**src/rtl/bsweep_pkg.sv**
```systemverilog
package bsweep_pkg;

    typedef enum logic [1:0] {
        SW_IDLE   = 2'd0,
        SW_SETTLE = 2'd1,
        SW_WAIT   = 2'd2,
        SW_DONE   = 2'd3
    } sweep_state_e;

    localparam logic MODE_MIN_NOISE = 1'b0;
    localparam logic MODE_MIN_POWER = 1'b1;

endpackage

```
**src/rtl/bsweep_settle.sv**
```systemverilog
module bsweep_settle #(
    parameter int unsigned SETTLE_W = 4
) (
    input  logic                clk,
    input  logic                rst_n,
    input  logic                load_i,
    input  logic [SETTLE_W-1:0] len_i,
    output logic                expired_o
);

    logic [SETTLE_W-1:0] cnt_d, cnt_q;

    always_comb begin
        cnt_d = cnt_q;
        if (load_i) begin
            cnt_d = len_i;
        end else if (cnt_q != '0) begin
            cnt_d = cnt_q - 1'b1;
        end
    end

    always_ff @(posedge clk or negedge rst_n) begin
        if (!rst_n) begin
            cnt_q <= '0;
        end else begin
            cnt_q <= cnt_d;
        end
    end

    assign expired_o = (cnt_q == '0);

endmodule

```
**src/rtl/bsweep_best.sv**
```systemverilog
module bsweep_best #(
    parameter int unsigned CODE_W = 5,
    parameter int unsigned PRED_W = 10
) (
    input  logic              clk,
    input  logic              rst_n,
    input  logic              clear_i,
    input  logic              upd_i,
    input  logic [CODE_W-1:0] code_i,
    input  logic [PRED_W-1:0] val_i,
    output logic              improves_o,
    output logic [CODE_W-1:0] best_code_o
);

    typedef struct packed {
        logic              valid;
        logic [CODE_W-1:0] code;
        logic [PRED_W-1:0] val;
    } best_t;

    best_t best_d, best_q;

    // Strict less-than: an equal estimate at a later (higher) code never wins.
    assign improves_o = !best_q.valid || (val_i < best_q.val);

    always_comb begin
        best_d = best_q;
        if (clear_i) begin
            best_d.valid = 1'b0;
        end else if (upd_i && improves_o) begin
            best_d.valid = 1'b1;
            best_d.code  = code_i;
            best_d.val   = val_i;
        end
    end

    always_ff @(posedge clk or negedge rst_n) begin
        if (!rst_n) begin
            best_q <= '0;
        end else begin
            best_q <= best_d;
        end
    end

    assign best_code_o = best_q.code;


    best_mono_chk: assert property (@(posedge clk) disable iff (!rst_n)
        best_q.valid && !clear_i |=> best_q.val <= $past(best_q.val));


    tie_keeps_lower_chk: assert property (@(posedge clk) disable iff (!rst_n)
        upd_i && !clear_i && best_q.valid && (val_i == best_q.val)
        |=> best_q.code == $past(best_q.code));

endmodule

```
**src/rtl/bias_sweep_ctrl.sv**
```systemverilog
module bias_sweep_ctrl #(
    parameter int unsigned CODE_W   = 5,
    parameter int unsigned PRED_W   = 10,
    parameter int unsigned SETTLE_W = 4
) (
    input  logic                clk,
    input  logic                rst_n,
    input  logic                start_i,
    input  logic                mode_i,
    input  logic [PRED_W-1:0]   spec_i,
    input  logic [CODE_W-1:0]   code_lo_i,
    input  logic [CODE_W-1:0]   code_hi_i,
    input  logic [SETTLE_W-1:0] settle_i,
    output logic                pred_req_o,
    input  logic                pred_vld_i,
    input  logic [PRED_W-1:0]   pred_val_i,
    output logic [CODE_W-1:0]   dac_code_o,
    output logic                done_o,
    output logic                fail_o
);
    import bsweep_pkg::*;

    typedef struct packed {
        sweep_state_e        st;
        logic                mode;
        logic [PRED_W-1:0]   spec;
        logic [CODE_W-1:0]   lo;
        logic [CODE_W-1:0]   hi;
        logic [CODE_W-1:0]   code;
        logic [SETTLE_W-1:0] settle;
        logic                fail;
    } ctl_t;

    localparam ctl_t CTL_RST = '{st: SW_IDLE, default: '0};

    ctl_t ctl_d, ctl_q;

    logic                settle_load;
    logic [SETTLE_W-1:0] settle_len;
    logic                settle_expired;
    logic                start_acc;
    logic                sample_acc;
    logic                sample_improves;
    logic [CODE_W-1:0]   best_code;

    bsweep_settle #(.SETTLE_W(SETTLE_W)) u_settle (
        .clk       (clk),
        .rst_n     (rst_n),
        .load_i    (settle_load),
        .len_i     (settle_len),
        .expired_o (settle_expired)
    );

    bsweep_best #(.CODE_W(CODE_W), .PRED_W(PRED_W)) u_best (
        .clk         (clk),
        .rst_n       (rst_n),
        .clear_i     (start_acc),
        .upd_i       (sample_acc),
        .code_i      (ctl_q.code),
        .val_i       (pred_val_i),
        .improves_o  (sample_improves),
        .best_code_o (best_code)
    );

    always_comb begin
        ctl_d       = ctl_q;
        settle_load = 1'b0;
        start_acc   = 1'b0;
        sample_acc  = 1'b0;
        settle_len  = ctl_q.settle;
        case (ctl_q.st)
            SW_IDLE, SW_DONE: begin
                if (start_i) begin
                    start_acc    = 1'b1;
                    settle_load  = 1'b1;
                    settle_len   = settle_i;
                    ctl_d.mode   = mode_i;
                    ctl_d.spec   = spec_i;
                    ctl_d.lo     = code_lo_i;
                    ctl_d.hi     = code_hi_i;
                    ctl_d.settle = settle_i;
                    ctl_d.code   = code_lo_i;
                    ctl_d.fail   = 1'b0;
                    ctl_d.st     = SW_SETTLE;
                end
            end
            SW_SETTLE: begin
                if (settle_expired) begin
                    ctl_d.st = SW_WAIT;
                end
            end
            SW_WAIT: begin
                if (pred_vld_i) begin
                    sample_acc = 1'b1;
                    if ((ctl_q.mode == MODE_MIN_POWER) && (pred_val_i <= ctl_q.spec)) begin
                        ctl_d.st = SW_DONE;
                    end else if (ctl_q.code >= ctl_q.hi) begin
                        ctl_d.st   = SW_DONE;
                        ctl_d.code = sample_improves ? ctl_q.code : best_code;
                        ctl_d.fail = (ctl_q.mode == MODE_MIN_POWER);
                    end else begin
                        ctl_d.code  = ctl_q.code + 1'b1;
                        ctl_d.st    = SW_SETTLE;
                        settle_load = 1'b1;
                    end
                end
            end
            default: ctl_d.st = SW_IDLE;
        endcase
    end

    always_ff @(posedge clk or negedge rst_n) begin
        if (!rst_n) begin
            ctl_q <= CTL_RST;
        end else begin
            ctl_q <= ctl_d;
        end
    end

    assign pred_req_o = (ctl_q.st == SW_WAIT);
    assign done_o     = (ctl_q.st == SW_DONE);
    assign fail_o     = ctl_q.fail;
    assign dac_code_o = ctl_q.code;


    code_in_window_chk: assert property (@(posedge clk) disable iff (!rst_n)
        (ctl_q.st == SW_SETTLE || ctl_q.st == SW_WAIT)
        |-> (ctl_q.code >= ctl_q.lo) && ((ctl_q.code <= ctl_q.hi) || (ctl_q.code == ctl_q.lo)));


    no_req_on_change_chk: assert property (@(posedge clk) disable iff (!rst_n)
        (dac_code_o != $past(dac_code_o)) |-> !pred_req_o);


    req_hold_chk: assert property (@(posedge clk) disable iff (!rst_n)
        pred_req_o && !pred_vld_i |=> pred_req_o && $stable(dac_code_o));


    power_stop_chk: assert property (@(posedge clk) disable iff (!rst_n)
        pred_req_o && pred_vld_i && (ctl_q.mode == MODE_MIN_POWER) && (pred_val_i <= ctl_q.spec)
        |=> done_o && !fail_o && $stable(dac_code_o));


    fail_with_done_chk: assert property (@(posedge clk) disable iff (!rst_n)
        fail_o |-> done_o);


    done_hold_chk: assert property (@(posedge clk) disable iff (!rst_n)
        done_o && !start_i |=> done_o && $stable(dac_code_o) && $stable(fail_o));

endmodule

```
**config.mk**
```make
export PLATFORM = sky130hd
export DESIGN_NAME = bias_sweep_ctrl
export DESIGN_NICKNAME = d
export VERILOG_FILES = /design/src/rtl/bsweep_pkg.sv /design/src/rtl/bsweep_settle.sv /design/src/rtl/bsweep_best.sv /design/src/rtl/bias_sweep_ctrl.sv
export SDC_FILE = /design/constraint.sdc
export NUM_CORES = 1
export LEC_CHECK = 0
export ABC_AREA = 1
export BUFFER_PORTS_ARGS = -buffer_cell sky130_fd_sc_hd__buf_4
export CELL_PAD_IN_SITES_DETAIL_PLACEMENT = 1
export CELL_PAD_IN_SITES_GLOBAL_PLACEMENT = 2
export CORE_UTILIZATION = 37
export DETAILED_ROUTE_END_ITERATION = 10
export PLACE_DENSITY_LB_ADDON = 0.3
export SKIP_CTS_REPAIR_TIMING = 1
export SYNTH_ARGS = -nofsm -noshare
export SYNTH_HDL_FRONTEND = slang
export SYNTH_SLANG_ARGS = --single-unit
```
**constraint.sdc**
```tcl
create_clock -name clk -period 2.9 [get_ports clk]
set_clock_uncertainty 0.05 [all_clocks]
set_input_delay 0.58 -clock clk [delete_from_list [all_inputs] [get_ports clk]]
set_output_delay 0.58 -clock clk [all_outputs]
set_load 0.05 [all_outputs]
```
# Word-level counts from Yosys, hierarchy flattened
# Index checks and enable logic that the tools add are counted.
# totals
elab_cells,72
register_bits,53
out_inout_bits,8
inputBits,39
# classes
n_mux,29
eq_ne,9
n_reduce_logical,16
n_bitwise,1
addsub,2
magnitude_cmp,3
# ops
cell,count
two-way mux 33 bit,1
two-way mux 5 bit,4
two-way mux 16 bit,1
two-way mux 4 bit,4
two-way mux 1 bit,11
less-or-equal comparator 10 bit,1
less-than comparator 10 bit,1
one-hot mux 5 bit (2 select lines),1
AND reduction 5 bit,2
two-way mux 2 bit,4
"!= test 2 bit, second input constant",3
one-hot mux 2 bit (3 select lines),1
nonzero test 2 bit,3
"adder 5 x 1 -> 5 bit, second input constant",1
>= comparator 5 bit,1
"== test 2 bit, second input constant",2
logical NOT 4 bit,1
"!= test 2 x 1 -> 1 bit, second input constant",2
one-hot mux 1 bit (2 select lines),2
AND reduction 2 bit,2
nonzero test 4 bit,1
"subtractor 4 x 1 -> 4 bit, second input constant",1
"!= test 3 bit, second input constant",1
AND reduction 3 bit,1
other kinds (7),8

# Depth between registers and ports, before layout
# depth
depth_word,7
depth_mapped,16
depth_no_buf,16

# Cells and area by module
# From an unflattened synthesis, not the netlist that was laid out.
# unflattened
cells_unflattened,405
hier_area_um2,3083.0
# by_module_without_submodules
mod,area_each_um2,cells_per_inst,n_inst
bias_sweep_ctrl,1889.3,252,1
bsweep_best,950.9,119,1
bsweep_settle,242.7,34,1

# Least setup slack after synthesis
# No wires, ideal clock.
# synth_path
path_kind,input to register
start,in pred_val_i[9]
end,reg u_settle.cnt_q[0]
cell_stages,13
arrival_time_ns,1.716
n_path_buf,0
setup_time_ns,0.113
path_slack_ns,1.021
t_required_ns,2.737
cell_sequence,ha_1 -> nand2_2 -> inv_1 -> a21oi_1 -> nand3_2 -> nand2_2 -> nand2_1 -> nand3_2 -> nand2_4 -> nand2_4 -> nand2_1 -> nand2_1 -> inv_1
# synth_between
elab_chain_cells,6
# synth_rtl
element,line,text
from (decl),bias_sweep_ctrl.sv:16,"input logic [PRED_W-1:0] pred_val_i,"
less-or-equal comparator 10 bit *,bias_sweep_ctrl.sv:95,if ((ctl_q.mode == MODE_MIN_POWER) && (pred_val_i <= ctl_q.spec)) begin
logical AND 1 bit *,bias_sweep_ctrl.sv:95,
two-way mux 1 bit *,bias_sweep_ctrl.sv:95,
two-way mux 1 bit *,bias_sweep_ctrl.sv:93,if (pred_vld_i) begin
one-hot mux 1 bit (2 select lines) *,bias_sweep_ctrl.sv:71,case (ctl_q.st)
two-way mux 4 bit or nonzero test 2 bit (tied branches),n/a,
to (signal assigned),bsweep_settle.sv:26,cnt_q <= cnt_d;
to (decl),bsweep_settle.sv:11,"logic [SETTLE_W-1:0] cnt_d, cnt_q;"
# Every way passes the cells marked *; elsewhere a longest branch is shown, timed or not.
# A chain may end at the register's enable or synchronous reset.

# Worst setup path in the final report
# layout_path
start,reg ctl_q[31] in the netlist's numbering
end,reg u_settle.cnt_q[3]
# layout_between
elab_chain_cells,4
# layout_rtl
element,line,text
from (decl),bias_sweep_ctrl.sv:36,"ctl_t ctl_d, ctl_q;"
from (signal assigned),bias_sweep_ctrl.sv:116,ctl_q <= ctl_d;
== test 2 bit or logical NOT 2 bit (tied branches),bias_sweep_ctrl.sv:71,
OR reduction 2 bit,bias_sweep_ctrl.sv:71,
one-hot mux 1 bit (2 select lines) or two-way mux 4 bit (tied branches),bias_sweep_ctrl.sv:71,
two-way mux 4 bit or nonzero test 2 bit (tied branches),n/a,
# Several ways; a longest one is shown, not always the timed one.

==> impl_metrics.csv <==
group,metric,value,unit
floorplan,dieArea,8790,µm²
setup_path,start_kind,"flip-flop",
worst_hold_path,hp-class,"in2async",
sta,hold_viol,0,
floorplan,die_w,93.8,µm
global_routing,grt_pass1_vias,2582,
finish,layout_commonest_cell,"nand2_1",
finish,areaGrowthSynthToFinish,15.6,%
finish,drive_above_1_share,27.8,%
routing,drt_pass1_iterations,4,
synthesis,synth_cells,373,
setup_path,crit_required,3.08,ns
routing,vias,2442,
place,gp_congestion,0.740,
finish,layout_common_cells,"nand2_1 (93), inv_1 (61), dfrtp_1 (48), buf_4 (48), ha_1 (30)",
run_status,outcome,"complete, no violations",
clocking,insertion_delay,0.29,ns
power_and_ir_drop,power.density,967,nW/µm²
synthesis,netlist_area,3120,µm²
global_routing,grt_pass1_wl,11900,µm
sta,worst_pin_slew,0.646,ns
routing,wl,6920,µm
global_routing,grt_start_max_net_pins,49,
sta,layout_setup_ws,0.753,ns
synthesis,synth.distinct_cells,32,
power_and_ir_drop,ir_worst_vdd,0.337,mV
setup_path,arrival,2.32,ns
floorplan,coreArea,8180,µm²
synthesis,ys_warn_count,0,
sta,post-route-period-util,74.0,%
sta,slew_headroom,57.0,%
sta,setup_viol,0,
sta,finalCriticalPeriod,2.15,ns
clocking,h-tree-depth,2,
finish,final_nets,485,
routing,vias_per_cell,4.68,
global_routing,overflow,0,
routing,drt_iter0_markers,70,
global_routing,antenna_found_initial,0,
setup_path,crit_start,"ctl_q[31]",
finish,insertedDiodeCount,0,
synthesis,synthesis.nets,442,
clocking,cts_root_buf,"clkbuf_8",
synthesis,ys_seq_area_share,38.6,%
routing,wire_per_inst,13.3,µm
clocking,cts_sinks,48,
setup_path,worstReg2RegStart,"ctl_q[31]",
clocking,cts_tree,"built",
floorplan,initial_utilization,38.1,%
clocking,clk_pin_slew,0.09,ns
floorplan,io-pin-count,47,
global_routing,grt_util_all_layers,17.5,%
finish,final.fill_count,1005,
place,io_buffers,46,
setup_path,reg2regPathDepth,8,
power_and_ir_drop,leakagePower,1.91,nW
synthesis,syn_avg_cell_area,8.35,µm²
setup_path,endpoint_kind,"flip-flop",
sta,rsz0062_at_grt,"no",
finish,seqCellArea,1200,µm²
setup_path,crit_fanout,25,
sta,fmax,466,MHz
clocking,cts_buffer_depth,2,
floorplan,die_h,93.8,µm
clocking,cts-buffers-inserted,5,
place,hpwl,5510,µm
place,preCtsSetupSlack,0.438,ns
setup_path,crit_type,"reg2reg",
floorplan,fp-row-count,33,
job,drv_cap,0,
routing,drc_errors,0,
finish,multi_input_area,1570,µm²
synthesis,ys_ff_latch,48,
routing,drtAntennaViolNets,0,
sta,hold_slack,0.243,ns
sta,slew_violations,0,
finish,final_util,44.1,%
sta,tns,0,ns
-- layer usage --
layer / up-vias / part of all wire (%) / wire length [µm] / GRT usage [%]
met5: - / 0 / 0 / 0
met4: 0 / 0.80 / 55 / 4.62
met2: 24 / 49 / 3370 / 29.4
li1: 1247 / - / - / -
met3: 4 / 1.9 / 134 / 2.43
met1: 1167 / 49 / 3360 / 23.6
-- per-stage QoR --
step,area [µm²],std cells,total power [W]
6_report,3600,522,0.00349
5_1_grt,3600,522,0.00385
4_1_cts,3600,522,0.00355
3_5_place_dp,3510,514,0.00312
3_3_place_gp,3510,514,0.00303
2_1_floorplan,3120,373,0.00267
-- critical path, cell delays in order, from the launching register on --
cell and delay (ns):
dfrtp_1 0.41, inv_1 0.08, ha_1 0.35, nand2_1 0.21, inv_1 0.29, buf_4 0.32
nand2_1 0.08, and2_1 0.17, o21ai_2 0.12
-- flip-flops by register name (all words and copies together), names as in the netlist --
register and flops:
ctl_q 22, dac_code_o 5, fail_o 1, u_best.best_code_o 5
u_best.best_q 11, u_settle.cnt_q 4
-- power by group --
part | internal, W | total [W] | switching (W) | leakage, nW
Combinational | 0.000710 | 0.00191 | 0.00120 | 1.26
Clock | 0.000195 | 0.000411 | 0.000216 | 0.0455
Sequential | 0.000972 | 0.00116 | 0.000191 | 0.604
Total | 0.00188 | 0.00349 | 0.00161 | 1.91
-- cell families after synthesis --
| family | share of synthesized area, % |
|---|---|
| AOI/OAI and AO/OA | 10.7 |
| buffers and inverters | 11.0 |
| and+or+nand+nor | 26.3 |
| xor gates and xnor gates | 1.41 |
| DFF | 38.6 |
| adders and majority gates | 12.0 |
-- worst paths after layout --
| kind | endpoint | slack [ns] |
|---|---|---|
| hold / removal | ctl_q[27] | 0.24 |
| setup / recovery | u_settle.cnt_q[3] | 0.75 |
| setup reg to reg | u_settle.cnt_q[3] | 0.75 |
| hold reg to reg | ctl_q[2] | 0.44 |
| max in group asynchronous | u_best.best_q[1] | 2.11 |
| min in group clk | ctl_q[2] | 0.44 |
-- cell usage after synthesis (all sizes together) --
cell	instances	area share (%)
ha	30	12
nand3	23	4.7
nor2	15	3.3
o211ai	1	0.24
a21boi	1	0.24
o22ai	1	0.20
clkbuf	2	0.24
o21ai	36	7.8
nand2	118	17
dfrtp	48	39
a211oi	1	0.40
buf	10	2.8
inv	66	8.0
o21a	1	0.24
xor2	5	1.4
or2	1	0.20
a21oi	9	1.6
and2	2	0.40
nand4	3	0.60
-- area by class of cell --
cell class / count / share of cell area (%)
multi-input cells: 247 / 43.6
flip-flops and latches: 48 / 33.3
repair buffers: 48 / 10.0
inverters: 66 / 6.88
well taps: 105 / 3.65
clock buffers: 8 / 2.50
Power figures use the tool's default switching activity.
